--- src/rtl/fbu_pkg.sv ---
package fbu_pkg;
    localparam int Q_CPU   = 0;
    localparam int Q_PER   = 1;
    localparam int Q_FETCH = 2;
    localparam int Q_DATA  = 3;
    localparam int Q_RD    = 4;
    localparam int Q_WR    = 5;
    localparam int QW      = 6;

    localparam logic [1:0] SEL_HI   = 2'd0;
    localparam logic [1:0] SEL_LO   = 2'd1;
    localparam logic [1:0] SEL_QUAL = 2'd2;

    typedef enum logic [2:0] {
        FB_IDLE  = 3'd0,
        FB_ARMED = 3'd1,
        FB_DEFER = 3'd2,
        FB_DATAW = 3'd3,
        FB_PEND  = 3'd4
    } fb_state_e;
endpackage

--- src/rtl/fbu_regs.sv ---
module fbu_regs
    import fbu_pkg::*;
#(
    parameter int AW = 32
) (
    input  logic                  clk,
    input  logic                  rst_n,
    input  logic                  we,
    input  logic [1:0]            sel,
    input  logic [AW/2-1:0]       wdata,
    output logic [AW-1:0]         brk_addr,
    output logic [QW-1:0]         qual
);
    localparam int HW = AW / 2;

    logic unused_wdata_hi;
    assign unused_wdata_hi = ^wdata[HW-1:QW];

    always_ff @(posedge clk or negedge rst_n) begin
        if (!rst_n) begin
            brk_addr <= '0;
            qual     <= '0;
        end else if (we) begin
            case (sel)
                SEL_HI:   brk_addr[AW-1:HW] <= wdata;
                SEL_LO:   brk_addr[HW-1:0]  <= wdata;
                SEL_QUAL: qual              <= wdata[QW-1:0];
                default: ;
            endcase
        end
    end
endmodule

--- src/rtl/fbu_match.sv ---
module fbu_match
    import fbu_pkg::*;
#(
    parameter int AW = 32
) (
    input  logic [AW-1:0] brk_addr,
    input  logic [QW-1:0] qual,
    input  logic          bus_valid,
    input  logic [AW-1:0] bus_addr,
    input  logic          bus_periph,
    input  logic          bus_fetch,
    input  logic          bus_write,
    input  logic          bus_wide,
    output logic          hit,
    output logic          hit_fetch,
    output logic [AW-1:0] hit_target
);
    logic who_ok, kind_ok, dir_ok, addr_ok;

    always_comb begin
        who_ok  = bus_periph ? qual[Q_PER]   : qual[Q_CPU];
        kind_ok = bus_fetch  ? qual[Q_FETCH] : qual[Q_DATA];
        dir_ok  = bus_write  ? qual[Q_WR]    : qual[Q_RD];
        if (!bus_fetch)
            addr_ok = (bus_addr == brk_addr);
        else if (bus_wide)
            addr_ok = (bus_addr[AW-1:2] == brk_addr[AW-1:2]);
        else
            addr_ok = (bus_addr[AW-1:1] == brk_addr[AW-1:1]);
        hit        = bus_valid && who_ok && kind_ok && dir_ok && addr_ok;
        hit_fetch  = bus_fetch;
        hit_target = bus_wide ? {bus_addr[AW-1:2], brk_addr[1], 1'b0}
                              : {bus_addr[AW-1:1], 1'b0};
    end
endmodule

--- src/rtl/fbu_fsm.sv ---
module fbu_fsm
    import fbu_pkg::*;
#(
    parameter int AW = 32
) (
    input  logic          clk,
    input  logic          rst_n,
    input  logic          hit,
    input  logic          hit_fetch,
    input  logic [AW-1:0] hit_target,
    input  logic          step_valid,
    input  logic [AW-1:0] step_pc,
    input  logic [AW-1:0] step_next_pc,
    input  logic          step_intr_ok,
    input  logic          brk_take,
    output logic          brk_req,
    output logic          brk_pend,
    output logic [AW-1:0] saved_pc
);
    fb_state_e     st_q, st_d;
    logic          fire, load_tgt;
    logic [AW-1:0] fire_pc, tgt_q;
    logic          at_tgt, can_take;

    assign at_tgt   = step_valid && (step_pc == tgt_q);
    assign can_take = step_valid && step_intr_ok;

    always_ff @(posedge clk or negedge rst_n) begin
        if (!rst_n) st_q <= FB_IDLE;
        else        st_q <= st_d;
    end

    always_comb begin
        st_d     = st_q;
        fire     = 1'b0;
        fire_pc  = step_pc;
        load_tgt = 1'b0;
        unique case (st_q)
            FB_IDLE: begin
                if (hit) begin
                    st_d     = hit_fetch ? FB_ARMED : FB_DATAW;
                    load_tgt = hit_fetch;
                end
            end
            FB_ARMED: begin
                if (at_tgt) begin
                    if (step_intr_ok) begin
                        fire    = 1'b1;
                        fire_pc = tgt_q;
                        st_d    = FB_PEND;
                    end else begin
                        st_d    = FB_DEFER;
                    end
                end else if (hit && hit_fetch) begin
                    load_tgt = 1'b1;
                end
            end
            FB_DEFER: begin
                if (can_take) begin
                    fire    = 1'b1;
                    fire_pc = step_next_pc;
                    st_d    = FB_PEND;
                end
            end
            FB_DATAW: begin
                if (can_take) begin
                    fire    = 1'b1;
                    fire_pc = step_pc;
                    st_d    = FB_PEND;
                end
            end
            FB_PEND: begin
                if (brk_take) st_d = FB_IDLE;
            end
            default: st_d = FB_IDLE;
        endcase
    end

    always_ff @(posedge clk or negedge rst_n) begin
        if (!rst_n) begin
            brk_req  <= 1'b0;
            saved_pc <= '0;
            tgt_q    <= '0;
        end else begin
            brk_req <= fire;
            if (fire)     saved_pc <= fire_pc;
            if (load_tgt) tgt_q    <= hit_target;
        end
    end

    assign brk_pend = (st_q == FB_PEND);
endmodule

--- src/rtl/fetch_break_unit.sv ---
module fetch_break_unit
    import fbu_pkg::*;
#(
    parameter int AW = 32
) (
    input  logic          clk,
    input  logic          rst_n,
    input  logic          cfg_we,
    input  logic [1:0]    cfg_sel,
    input  logic [AW/2-1:0] cfg_wdata,
    input  logic          bus_valid,
    input  logic [AW-1:0] bus_addr,
    input  logic          bus_periph,
    input  logic          bus_fetch,
    input  logic          bus_write,
    input  logic          bus_wide,
    input  logic          step_valid,
    input  logic [AW-1:0] step_pc,
    input  logic [AW-1:0] step_next_pc,
    input  logic          step_intr_ok,
    input  logic          brk_take,
    output logic          brk_req,
    output logic          brk_pend,
    output logic [AW-1:0] saved_pc
);
    logic [AW-1:0] brk_addr, hit_target;
    logic [QW-1:0] qual;
    logic          hit, hit_fetch;

    fbu_regs #(.AW(AW)) regs_i (
        .clk(clk), .rst_n(rst_n), .we(cfg_we), .sel(cfg_sel),
        .wdata(cfg_wdata), .brk_addr(brk_addr), .qual(qual)
    );

    fbu_match #(.AW(AW)) match_i (
        .brk_addr(brk_addr), .qual(qual), .bus_valid(bus_valid),
        .bus_addr(bus_addr), .bus_periph(bus_periph), .bus_fetch(bus_fetch),
        .bus_write(bus_write), .bus_wide(bus_wide), .hit(hit),
        .hit_fetch(hit_fetch), .hit_target(hit_target)
    );

    fbu_fsm #(.AW(AW)) fsm_i (
        .clk(clk), .rst_n(rst_n), .hit(hit), .hit_fetch(hit_fetch),
        .hit_target(hit_target), .step_valid(step_valid), .step_pc(step_pc),
        .step_next_pc(step_next_pc), .step_intr_ok(step_intr_ok),
        .brk_take(brk_take), .brk_req(brk_req), .brk_pend(brk_pend),
        .saved_pc(saved_pc)
    );
endmodule

--- config.mk ---
export PLATFORM = sky130hd
export DESIGN_NAME = fetch_break_unit
export DESIGN_NICKNAME = d
export VERILOG_FILES = /design/src/rtl/fbu_pkg.sv /design/src/rtl/fbu_regs.sv /design/src/rtl/fbu_match.sv /design/src/rtl/fbu_fsm.sv /design/src/rtl/fetch_break_unit.sv
export SDC_FILE = /design/constraint.sdc
export NUM_CORES = 1
export LEC_CHECK = 0
export BUFFER_PORTS_ARGS = -buffer_cell sky130_fd_sc_hd__buf_2
export CAP_MARGIN = 10
export CORE_MARGIN = 4
export CORE_UTILIZATION = 50
export CTS_CLUSTER_DIAMETER = 60
export CTS_CLUSTER_SIZE = 12
export DETAILED_ROUTE_END_ITERATION = 8
export HOLD_SLACK_MARGIN = 0.03
export PLACE_DENSITY = 0.83
export SYNTH_ARGS = -nofsm -noshare
export SYNTH_HDL_FRONTEND = slang
export SYNTH_SLANG_ARGS = --single-unit
--- constraint.sdc ---
create_clock -name clk -period 5 [get_ports clk]
set_input_delay 0.25 -clock clk [delete_from_list [all_inputs] [get_ports clk]]
set_output_delay 0.25 -clock clk [all_outputs]
set_load 0.05 [all_outputs]
==> results of run 1 <==
[per-layer routing]
metal | wire, µm | vias up | GRT usage, %
met5 | 0 | - | 0
met4 | 174 | 0 | 5.89
met3 | 776 | 12 | 4.25
met2 | 6100 | 110 | 34.3
met1 | 5250 | 1728 | 27.3
li1 | - | 1649 | -
[cells in the mapped netlist, types with 2 or more instances]
| cell | n |
|---|---|
| dfrtp_1 | 105 |
| mux2_2 | 104 |
| xnor2_1 | 36 |
| mux2_4 | 30 |
| xor2_1 | 27 |
| nand4_1 | 13 |
| nor4_1 | 7 |
| buf_6 | 5 |
| clkbuf_1 | 5 |
| nand2_1 | 4 |
| nand2b_1 | 4 |
| nand3b_1 | 4 |
| nor2_1 | 4 |
| nor3_1 | 3 |
| mux2i_1 | 2 |
| nor3b_1 | 2 |
[sequential cells by signal, summed over array words and instances, names as in the netlist]
register         flops
regs_i.brk_addr     32
regs_i.qual          6
fsm_i.tgt_q         31
fsm_i.st_q           3
fsm_i.saved_pc      32
fsm_i.brk_req        1
[final cells by class]
| class | count | share of cell area (%) |
|---|---|---|
| Antenna cell | 1 | 0.0394 |
| Clock buffer | 9 | 1.95 |
| Tap cell | 136 | 2.68 |
| Inverter | 1 | 0.0591 |
| Multi-Input combinational cell | 251 | 40.0 |
| Timing Repair Buffer | 162 | 13.0 |
| Clock inverter | 7 | 0.828 |
| Sequential cell | 105 | 41.4 |
[logic make-up (layout without fill, tap and decap cells)]
| family | after synthesis | after routing | synth area share (%) |
|---|---|---|---|
| AND/OR/NAND/NOR | 46 | 46 | 5.42 |
| buffers and inverters | 12 | 179 | 1.65 |
| AO/OA/AOI/OAI | 6 | 6 | 0.860 |
| flip-flops | 105 | 105 | 50.2 |
| multiplexers | 136 | 136 | 31.3 |
| XOR/XNOR | 63 | 63 | 10.5 |
| other | 0 | 1 | 0 |
[path summary, 6_finish.rpt]
kind                                           startpoint                              end  slack, ns  cells past startpoint
max                        regs_i.brk_addr[0]$_DFFE_PN0P_      fsm_i.tgt_q[26]$_DFFE_PN0P_       1.81                      6
min                                         cfg_wdata[13]  regs_i.brk_addr[29]$_DFFE_PN0P_       0.14                      2
max reg2reg                regs_i.brk_addr[0]$_DFFE_PN0P_      fsm_i.tgt_q[26]$_DFFE_PN0P_       1.81                      6
min reg2reg                fsm_i.saved_pc[20]$_DFFE_PN0P_   fsm_i.saved_pc[20]$_DFFE_PN0P_       0.51                      1
max in group asynchronous                           rst_n  regs_i.brk_addr[14]$_DFFE_PN0P_       3.38                      3
min in group asynchronous                           rst_n          fsm_i.brk_req$_DFF_PN0_       0.36                      2
[power by group]
part | switching (µW) | internal, µW
registers | 39.8 | 907
logic | 108 | 136
clock network | 304 | 187
[through the flow]
| stage | power [µW] | cells | area [µm²] |
|---|---|---|---|
| final | 1680 | 672 | 6350 |
| after global routing | 1760 | 672 | 6350 |
| after CTS | 1700 | 671 | 6340 |
| after detailed placement | 1210 | 654 | 6160 |
| after global placement | 1200 | 654 | 6160 |
| after floorplan | 1090 | 368 | 5240 |
[what timing repair did]
item,CTS,global route
hold endpoints to repair,33,0
setup buffers,0,0
hold buffers,1,0
gates resized for setup,0,0
==> reports/results.ini, run 1 <==
[clock_tree]
cts-buffers-inserted=9
cts_tree=built
clk_latency_ns=0.36
cts_sinks=105
clock_path_buffers=2
cts_root_buf=clkbuf_8
clkTransAtPathRegs_ns=0.10
htree_levels=3

[routing]
avgViaCountPerCell=5.21
totalWireLength_um=12300
drcViolationCount=0
vias=3499
drt_iter0_drc=139
final_antenna_net_count=0
firstDrtPassIters=5
avgRoutedWirePerCell_um=18.3

[synth]
synth-seq-area-share_pct=50.2
synth_seq_cells=105
ys_warn_count=0
async_flop_share_pct=100
yosysTopAreaCell=dfrtp_1
synth_edf_count=0
avgSynthCellArea_um2=14.2
synth.top_cells.by_area=dfrtp_1, mux2_2, mux2_4, xnor2_1, xor2_1
synth_ff_type=dfrtp_1
synth.top_cell.area_share_pct=50.2
syn_area_um2=5240
syn_nets=493
synth_cells=368
ys_types=29

[cells_and_area]
register_area_um2=2630
multiInputGateArea_um2=2540
final_cell_mix=buf_2, dfrtp_1, mux2_2
fill_cells=827
layout-drive-gt1-share_pct=59.3
syn2layout_area_growth_pct=21.2
final_common_cell=buf_2
final_util_pct=61.7
nets=655

[setup_path]
worstSetupStartpointType=register
crit_chain=xor2_1 -> o41ai_1 -> nand4_1 -> nor4_2 -> nand3_2 -> mux2_4
path_delay_family=simple AND/OR/NAND/NOR gates
slowest_delay_ns=0.87
crit_buf_inv=0
critPathRequiredTime_ns=5.24
cp.arrival_ns=3.43
slowest_stage=nand3_2
crit_type=register to register
path_max_fanout=31
end_kind=register

[hold_path]
hold_path_class=primary input to register

[sta]
fin_crit_sh_pct=63.9
hold_slack_ns=0.137
slew_headroom_pct=26.2
setup_slack_ns=1.81
slew_viol_final=0
min_period_ns=3.19
tightest_slew_ns=1.10
skew_ns=0.00986
finalHoldViolCount=0
setup-violations-final=0
rsz0062_at_grt=no
fmax_mhz=313
fin_tns_setup_ns=0

[floorplan]
top_level_ports=159
rows=37
die_area_um2=12200
core_um2=10300
die_height_um=110
initial_core_util_pct=50.9
die_x_um=110

[power]
power.density_nw_per_um2=265
ir_drop_v=0.000148
p_leak_uw=0.00318

[global_routing]
grt_usage_pct=20.6
grt-ovfl-total=0
antenna_found_initial=1
grt_first_pass_wirelength_um=18700
grt_pass1_vias=3554
grt_max_degree=73

[placement]
place_congestion=0.809
port_buffers=158
pre_cts_slack_ns=1.80
dp_hpwl_um=9880

[run]
max_cap_violations=0

[status]
status=complete, no violations

(Power assumes the default switching activity.)
==> inputs of run 2 (changes only) <==
Settings changed: ABC_AREA set to 1, CORE_UTILIZATION 50 to 48, PLACE_DENSITY 0.83 to 0.82.
Clock period 5 ns to 2.82 ns, I/O delays scaled along.
==> reports/results.ini, run 2 <==
[status]
status=complete, no violations  ; unchanged

[setup_path]
critPathRequiredTime_ns=3.06  ; was 5.24 ns
crit_type=register to register  ; unchanged
path_max_fanout=34  ; was 31
cp.arrival_ns=2.41  ; was 3.43 ns
ff2ff_setup_slack_ns=0.65  ; was 1.81 ns
crit_chain=inv_1 -> nand2_1 -> nand2_1 -> nor2_1 -> nand3_1 -> nor2_1 -> nand2_1 -> nor2_2 -> nand3_2 -> nand2_4 -> inv_2 -> nand2_1 -> nand2_1  ; was xor2_1 -> o41ai_1 -> nand4_1 -> nor4_2 -> nand3_2 -> mux2_4
crit_top_cell=nand2_1
slowest_delay_ns=0.40  ; was 0.87 ns
slowest_stage=dfrtp_1  ; was nand3_2
end_kind=register  ; unchanged
worstSetupStartpointType=register  ; unchanged

[placement]
dp_hpwl_um=12600  ; was 9880 µm
dp_cells=1170  ; was 654
port_buffers=158  ; unchanged
place_congestion=0.823  ; was 0.809

[synth]
synth_cells=868  ; was 368
synth_compound_area_share_pct=9.87  ; was 0.860%
yosys-top-cells-count=nand2_1, inv_1, dfrtp_1, o21ai_0, nand3_1  ; was dfrtp_1, mux2_2, xnor2_1, mux2_4, xor2_1
synth-simple-area-share_pct=32.9  ; was 5.42%
synth_top_family_by_area=simple AND/OR/NAND/NOR gates  ; was multiplexers
synth_xor_area_share_pct=2.78  ; was 10.5%
synth_edf_count=0  ; unchanged
synth_adder_area_share_pct=0  ; unchanged
async_flop_share_pct=100  ; unchanged
synth.top_cells.by_area=dfrtp_1, nand2_1, inv_1, o21ai_0, nand3_1  ; was dfrtp_1, mux2_2, mux2_4, xnor2_1, xor2_1
synth_seq_cells=105  ; unchanged
synth-seq-area-share_pct=43.8  ; was 50.2%
synth.top_cell.area_share_pct=43.8  ; was 50.2%
ys_types=25  ; was 29
syn_nets=993  ; was 493
yosysTopAreaCell=dfrtp_1  ; unchanged
syn_area_um2=5990  ; was 5240 µm²
synth_ff_type=dfrtp_1  ; unchanged
muxShareOfSynthArea_pct=0  ; was 31.4%
ys_warn_count=0  ; unchanged
synth_most_common_cell=nand2_1  ; was dfrtp_1
avgSynthCellArea_um2=6.91  ; was 14.2 µm²

[routing]
vias=5869  ; was 3,499
drcViolationCount=0  ; unchanged
drt_iter0_drc=628  ; was 139
final_antenna_net_count=0  ; unchanged
avgRoutedWirePerCell_um=14.1  ; was 18.3 µm
avgViaCountPerCell=4.95  ; was 5.21
firstDrtPassIters=5  ; unchanged
totalWireLength_um=16700  ; was 12,300 µm

[sta]
fin_tns_setup_ns=0  ; unchanged
finalHoldViolCount=0  ; unchanged
setup-violations-final=0  ; unchanged
skew_ns=0.00718  ; was 0.00986 ns
fmax_mhz=461  ; was 313 MHz
fin_crit_sh_pct=77.0  ; was 63.9%
rsz0062_at_grt=no  ; unchanged
min_period_ns=2.17  ; was 3.19 ns
slew_headroom_pct=62.5  ; was 26.2%
slew_viol_final=0  ; unchanged
tightest_slew_ns=0.562  ; was 1.10 ns

[cells_and_area]
nets=1139  ; was 655
antenna_cells=0  ; was 1
syn2layout_area_growth_pct=19.6  ; was 21.2%
final_cells=1186  ; was 672
final_cell_mix=nand2_1, buf_2, inv_1  ; was buf_2, dfrtp_1, mux2_2
final_common_cell=nand2_1  ; was buf_2
layout-drive-gt1-share_pct=19.1  ; was 59.3%
largestRegisters=fsm_i.saved_pc: 32 flops, regs_i.brk_addr: 32 flops, fsm_i.tgt_q: 31 flops  ; unchanged

[clock_tree]
post_cts_buffers=0  ; unchanged
clk_latency_ns=0.35  ; was 0.36 ns
cts_hold_buffers=1  ; unchanged
clock_path_buffers=2  ; unchanged
htree_levels=3  ; unchanged
cts_resized=0  ; unchanged
cts_sinks=105  ; unchanged
clkTransAtPathRegs_ns=0.07  ; was 0.10 ns
cts_tree=built  ; unchanged
cts-buffers-inserted=9  ; unchanged
cts_root_buf=clkbuf_16  ; was clkbuf_8

[global_routing]
grt_first_pass_wirelength_um=26700  ; was 18,700 µm
antenna_found_initial=0  ; was 1
grt_usage_pct=23.2  ; was 20.6%
grt-ovfl-total=0  ; unchanged
grt_pass1_vias=5425  ; was 3,554
grt_max_degree=106  ; was 73

[floorplan]
initial_core_util_pct=49.5  ; was 50.9%
die_area_um2=14300  ; was 12,200 µm²
die_height_um=120  ; was 110 µm
top_level_ports=159  ; unchanged
rows=40  ; was 37
core_um2=12100  ; was 10,300 µm²
die_x_um=120  ; was 110 µm

[hold_path]
hold_path_class=primary input to register  ; unchanged

[run]
max_cap_violations=0  ; unchanged

[power]
ir_drop_v=0.000321  ; was 0.000148 V
net-switching-power_uw=2140  ; was 452 µW
p_leak_uw=0.00422  ; was 0.00318 µW
power_frac_clock_pct=23.8  ; was 29.2%
power.density_nw_per_um2=709  ; was 265 nW/µm²
power_uw=5080  ; was 1680 µW
switching_share_pct=42.2  ; was 26.9%
p_int_uw=2940  ; was 1230 µW
combPwrFrac_pct=37.1  ; was 14.5%
pwr-share-seq_pct=39.1  ; was 56.3%

==> run 2: path summary, 6_finish.rpt <==
kind	startpoint	to	depth (start not counted)
max	fsm_i.tgt_q[9]$_DFFE_PN0P_	fsm_i.saved_pc[6]$_DFFE_PN0P_	13
max reg2reg	fsm_i.tgt_q[9]$_DFFE_PN0P_	fsm_i.saved_pc[6]$_DFFE_PN0P_	13
min reg2reg	fsm_i.saved_pc[11]$_DFFE_PN0P_	fsm_i.saved_pc[11]$_DFFE_PN0P_	2
min in group asynchronous	rst_n	fsm_i.saved_pc[19]$_DFFE_PN0P_	3
max in group asynchronous	rst_n	regs_i.brk_addr[3]$_DFFE_PN0P_	3
min	cfg_wdata[7]	regs_i.brk_addr[7]$_DFFE_PN0P_	3
==> run 2: per-layer routing <==
layer	vias to the layer above	global-route usage, %	part of all wire [%]
met5	-	0	0
met4	0	4.29	0.83
met3	14	5.33	8.0
met2	240	38.1	47
met1	2639	31.8	44
li1	2976	-	-
==> run 2: through the flow <==
step           setup WS, ns  util [%]  hold slack [ns]  cell area [µm²]
3_5_place_dp          0.659      56.8            0.259             6880
6_report              0.650      59.2           0.0492             7170
3_3_place_gp          0.675      56.8            0.252             6880
4_1_cts               0.647      59.2           0.0450             7170
2_1_floorplan          1.06         -           -0.155             5990
5_1_grt               0.387      59.2           0.0402             7170
==> run 2: power by group through the flow <==
stage | registers, µW | clock network (µW) | logic (µW)
2_1_floorplan | 2670 | 0 | 686
5_1_grt | 2020 | 1300 | 2060
6_report | 1980 | 1210 | 1890
3_5_place_dp | 2010 | 0 | 1890
3_3_place_gp | 2000 | 0 | 1850
4_1_cts | 1980 | 1230 | 1890
==> run 2: kinds of logic after synthesis <==
logic type / Yosys count
buffers and inverters: 149
flip-flops: 105
AO/OA/AOI/OAI: 102
AND/OR/NAND/NOR: 493
XOR/XNOR: 19
==> run 2: final cells by class <==
type | instances | area, µm²
inverters | 116 | 435
clock inverters | 4 | 27.5
fillers | 1177 | 4940
flip-flops and latches | 105 | 2630
multi-input cells | 614 | 2730
clock buffers | 11 | 253
repair buffers | 168 | 883
well taps | 168 | 210
==> run 2: worst max-delay path, delay by kind of cell, from the launching register on <==
family	cells	cell delay, ns
buffers and inverters	2	0.38
flip-flops	1	0.40
AND/OR/NAND/NOR	11	1.24
==> inputs of run 3 (changes only) <==
Settings changed: CORE_UTILIZATION 48 to 50, PLACE_DENSITY 0.82 to 0.81.
Clock period 2.82 ns to 2.05 ns, I/O delays scaled along.
==> reports/results.ini, run 3 (same netlist as run 2, synthesis figures left out) <==
[status]
status=complete, no violations  ; unchanged

[cells_and_area]
multiInputGateArea_um2=2740  ; was 2730 µm²
final_cell_mix=nand2_1, buf_2, inv_1  ; unchanged
register_area_um2=2630  ; unchanged
largestRegisters=fsm_i.saved_pc: 32 flops, regs_i.brk_addr: 32 flops, fsm_i.tgt_q: 31 flops  ; unchanged
nets=1153  ; was 1,139
fill_cells=1090  ; was 1,177
final_cells=1175  ; was 1,186
syn2layout_area_growth_pct=21.7  ; was 19.6%
antenna_cells=0  ; unchanged
final_util_pct=63.1  ; was 59.2%
final_common_cell=nand2_1  ; unchanged
layout-drive-gt1-share_pct=19.2  ; was 19.1%

[routing]
drt_iter0_drc=719  ; was 628
final_antenna_net_count=0  ; unchanged
totalWireLength_um=16600  ; was 16,700 µm
avgRoutedWirePerCell_um=14.1  ; about the same
avgViaCountPerCell=5.06  ; was 4.95
drcViolationCount=0  ; unchanged
vias=5951  ; was 5,869
firstDrtPassIters=7  ; was 5

[global_routing]
grt-ovfl-total=0  ; unchanged
grt_first_pass_wirelength_um=27500  ; was 26,700 µm
grt_pass1_vias=5693  ; was 5,425
antenna_found_initial=0  ; unchanged
grt_usage_pct=24.2  ; was 23.2%
grt_max_degree=62  ; was 106

[sta]
fmax_mhz=548  ; was 461 MHz
setup-violations-final=0  ; unchanged
slew_headroom_pct=75.0  ; was 62.5%
finalHoldViolCount=0  ; unchanged
tightest_slew_ns=0.375  ; was 0.562 ns
fin_crit_sh_pct=89.0  ; was 77.0%
skew_ns=0.00558  ; was 0.00718 ns
slew_viol_final=0  ; unchanged
min_period_ns=1.82  ; was 2.17 ns
setup_slack_ns=0.226  ; was 0.650 ns

[setup_path]
end_kind=register  ; unchanged
path_max_fanout=11  ; was 34
critPathRequiredTime_ns=2.33  ; was 3.06 ns
cp.arrival_ns=2.11  ; was 2.41 ns
r2r_start=regs_i.brk_addr[29]$_DFFE_PN0P_  ; was fsm_i.tgt_q[9]$_DFFE_PN0P_
ff2ff_setup_slack_ns=0.23  ; was 0.65 ns
crit_path_end=fsm_i.tgt_q[16]$_DFFE_PN0P_  ; was fsm_i.saved_pc[6]$_DFFE_PN0P_
regToRegEndpoint=fsm_i.tgt_q[16]$_DFFE_PN0P_  ; was fsm_i.saved_pc[6]$_DFFE_PN0P_
worstSetupStartpointType=register  ; unchanged
crit_type=register to register  ; unchanged
critPathLaunch=regs_i.brk_addr[29]$_DFFE_PN0P_  ; was fsm_i.tgt_q[9]$_DFFE_PN0P_
reg2regPathDepth=13  ; unchanged

[clock_tree]
htree_levels=3  ; unchanged
clock_path_buffers=2  ; unchanged
cts-buffers-inserted=9  ; unchanged
cts_tree=built  ; unchanged
cts_root_buf=clkbuf_16  ; unchanged
cts_sinks=105  ; unchanged
clkTransAtPathRegs_ns=0.07  ; about the same
clk_latency_ns=0.35  ; about the same

[floorplan]
die_area_um2=13800  ; was 14,300 µm²
die_x_um=117  ; was 120 µm
rows=39  ; was 40
core_um2=11600  ; was 12,100 µm²
top_level_ports=159  ; unchanged
die_height_um=117  ; was 120 µm
initial_core_util_pct=51.8  ; was 49.5%

[placement]
port_buffers=158  ; unchanged
dp_cells=1150  ; was 1,170
dp_hpwl_um=12700  ; was 12,600 µm
place_congestion=0.911  ; was 0.823
pre_cts_slack_ns=0.148  ; was 0.659 ns

[power]
ir_drop_v=0.000543  ; was 0.000321 V
power.density_nw_per_um2=958  ; was 709 nW/µm²
power_uw=6980  ; was 5080 µW
p_leak_uw=0.00427  ; was 0.00422 µW

[hold_path]
worstHoldStart=cfg_wdata[14]  ; was cfg_wdata[7]
hold_path_class=primary input to register  ; unchanged

[run]
max_cap_violations=0  ; unchanged

## run 3: cell types whose count changed in the layout (fill, tap and decap cells not counted), sizes merged
cell	previous run	this run
dlygate4sd3	1	8
clkinvlp	0	2
buf	167	174
clkinv	3	0
inv	117	116
clkbuf	11	13
## run 3: cell type report
type	instances	share of cell area, %
Clock buffer	13	3.43
Sequential cell	105	36.0
Timing Repair Buffer	182	14.3
Multi-Input combinational cell	614	37.6
Tap cell	143	2.45
Inverter	116	6.00
Clock inverter	2	0.206
## run 3: per-stage QoR
stage	instance area, µm²	hold WS (ns)	setup TNS, ns
6_report	7290	0.0268	0
5_1_grt	7290	0.0421	-0.0310
4_1_cts	7270	0.0307	0
3_5_place_dp	6920	-0.0106	0
3_3_place_gp	6920	-0.0142	0
2_1_floorplan	5990	-0.193	0
## run 3: repair_timing
action                                  4_1_cts  5_1_grt
hold buffers                                  8        0
endpoints found under the setup margin        0       63
endpoints found under the hold margin       109        0
gates resized for setup                       0        3
setup buffers                                 0        2
## run 3: worst min path at each step
stage                                           end  slack [ns]  cells after the start
CTS                     fsm_i.tgt_q[15]$_DFFE_PN0P_        0.03                      3
floorplan                   fsm_i.brk_req$_DFF_PN0_       -0.19                      0
global placement     fsm_i.saved_pc[14]$_DFFE_PN0P_       -0.01                      1
finish              regs_i.brk_addr[30]$_DFFE_PN0P_        0.03                      3
detailed placement   fsm_i.saved_pc[14]$_DFFE_PN0P_       -0.01                      1
global route        regs_i.brk_addr[31]$_DFFE_PN0P_        0.04                      3
## run 3: metal layers
metal / global-route usage (%) / part of all wire, % / vias to the layer above
met5: 0 / 0 / -
met4: 7.18 / 2.0 / 0
met3: 5.33 / 8.2 / 21
met2: 39.6 / 46 / 233
met1: 32.5 / 44 / 2685
li1: - / - / 3012
## run 3: worst max-delay path, cell delays in order, from the launching register on
cell,delay [ns]
dfrtp_1,0.37
inv_1,0.06
nand2_1,0.06
nand2_1,0.07
nor2_1,0.10
nand2_1,0.05
nor2_1,0.15
nand3_1,0.08
nand2_1,0.10
nand2_2,0.10
nor2_8,0.19
buf_4,0.20
nand3_1,0.12
nand2_1,0.09
## run 3: where the power goes
part	switching (µW)	internal [µW]	total [µW]
registers	261	2470	2740
clock network	738	852	1590
logic	1920	734	2660
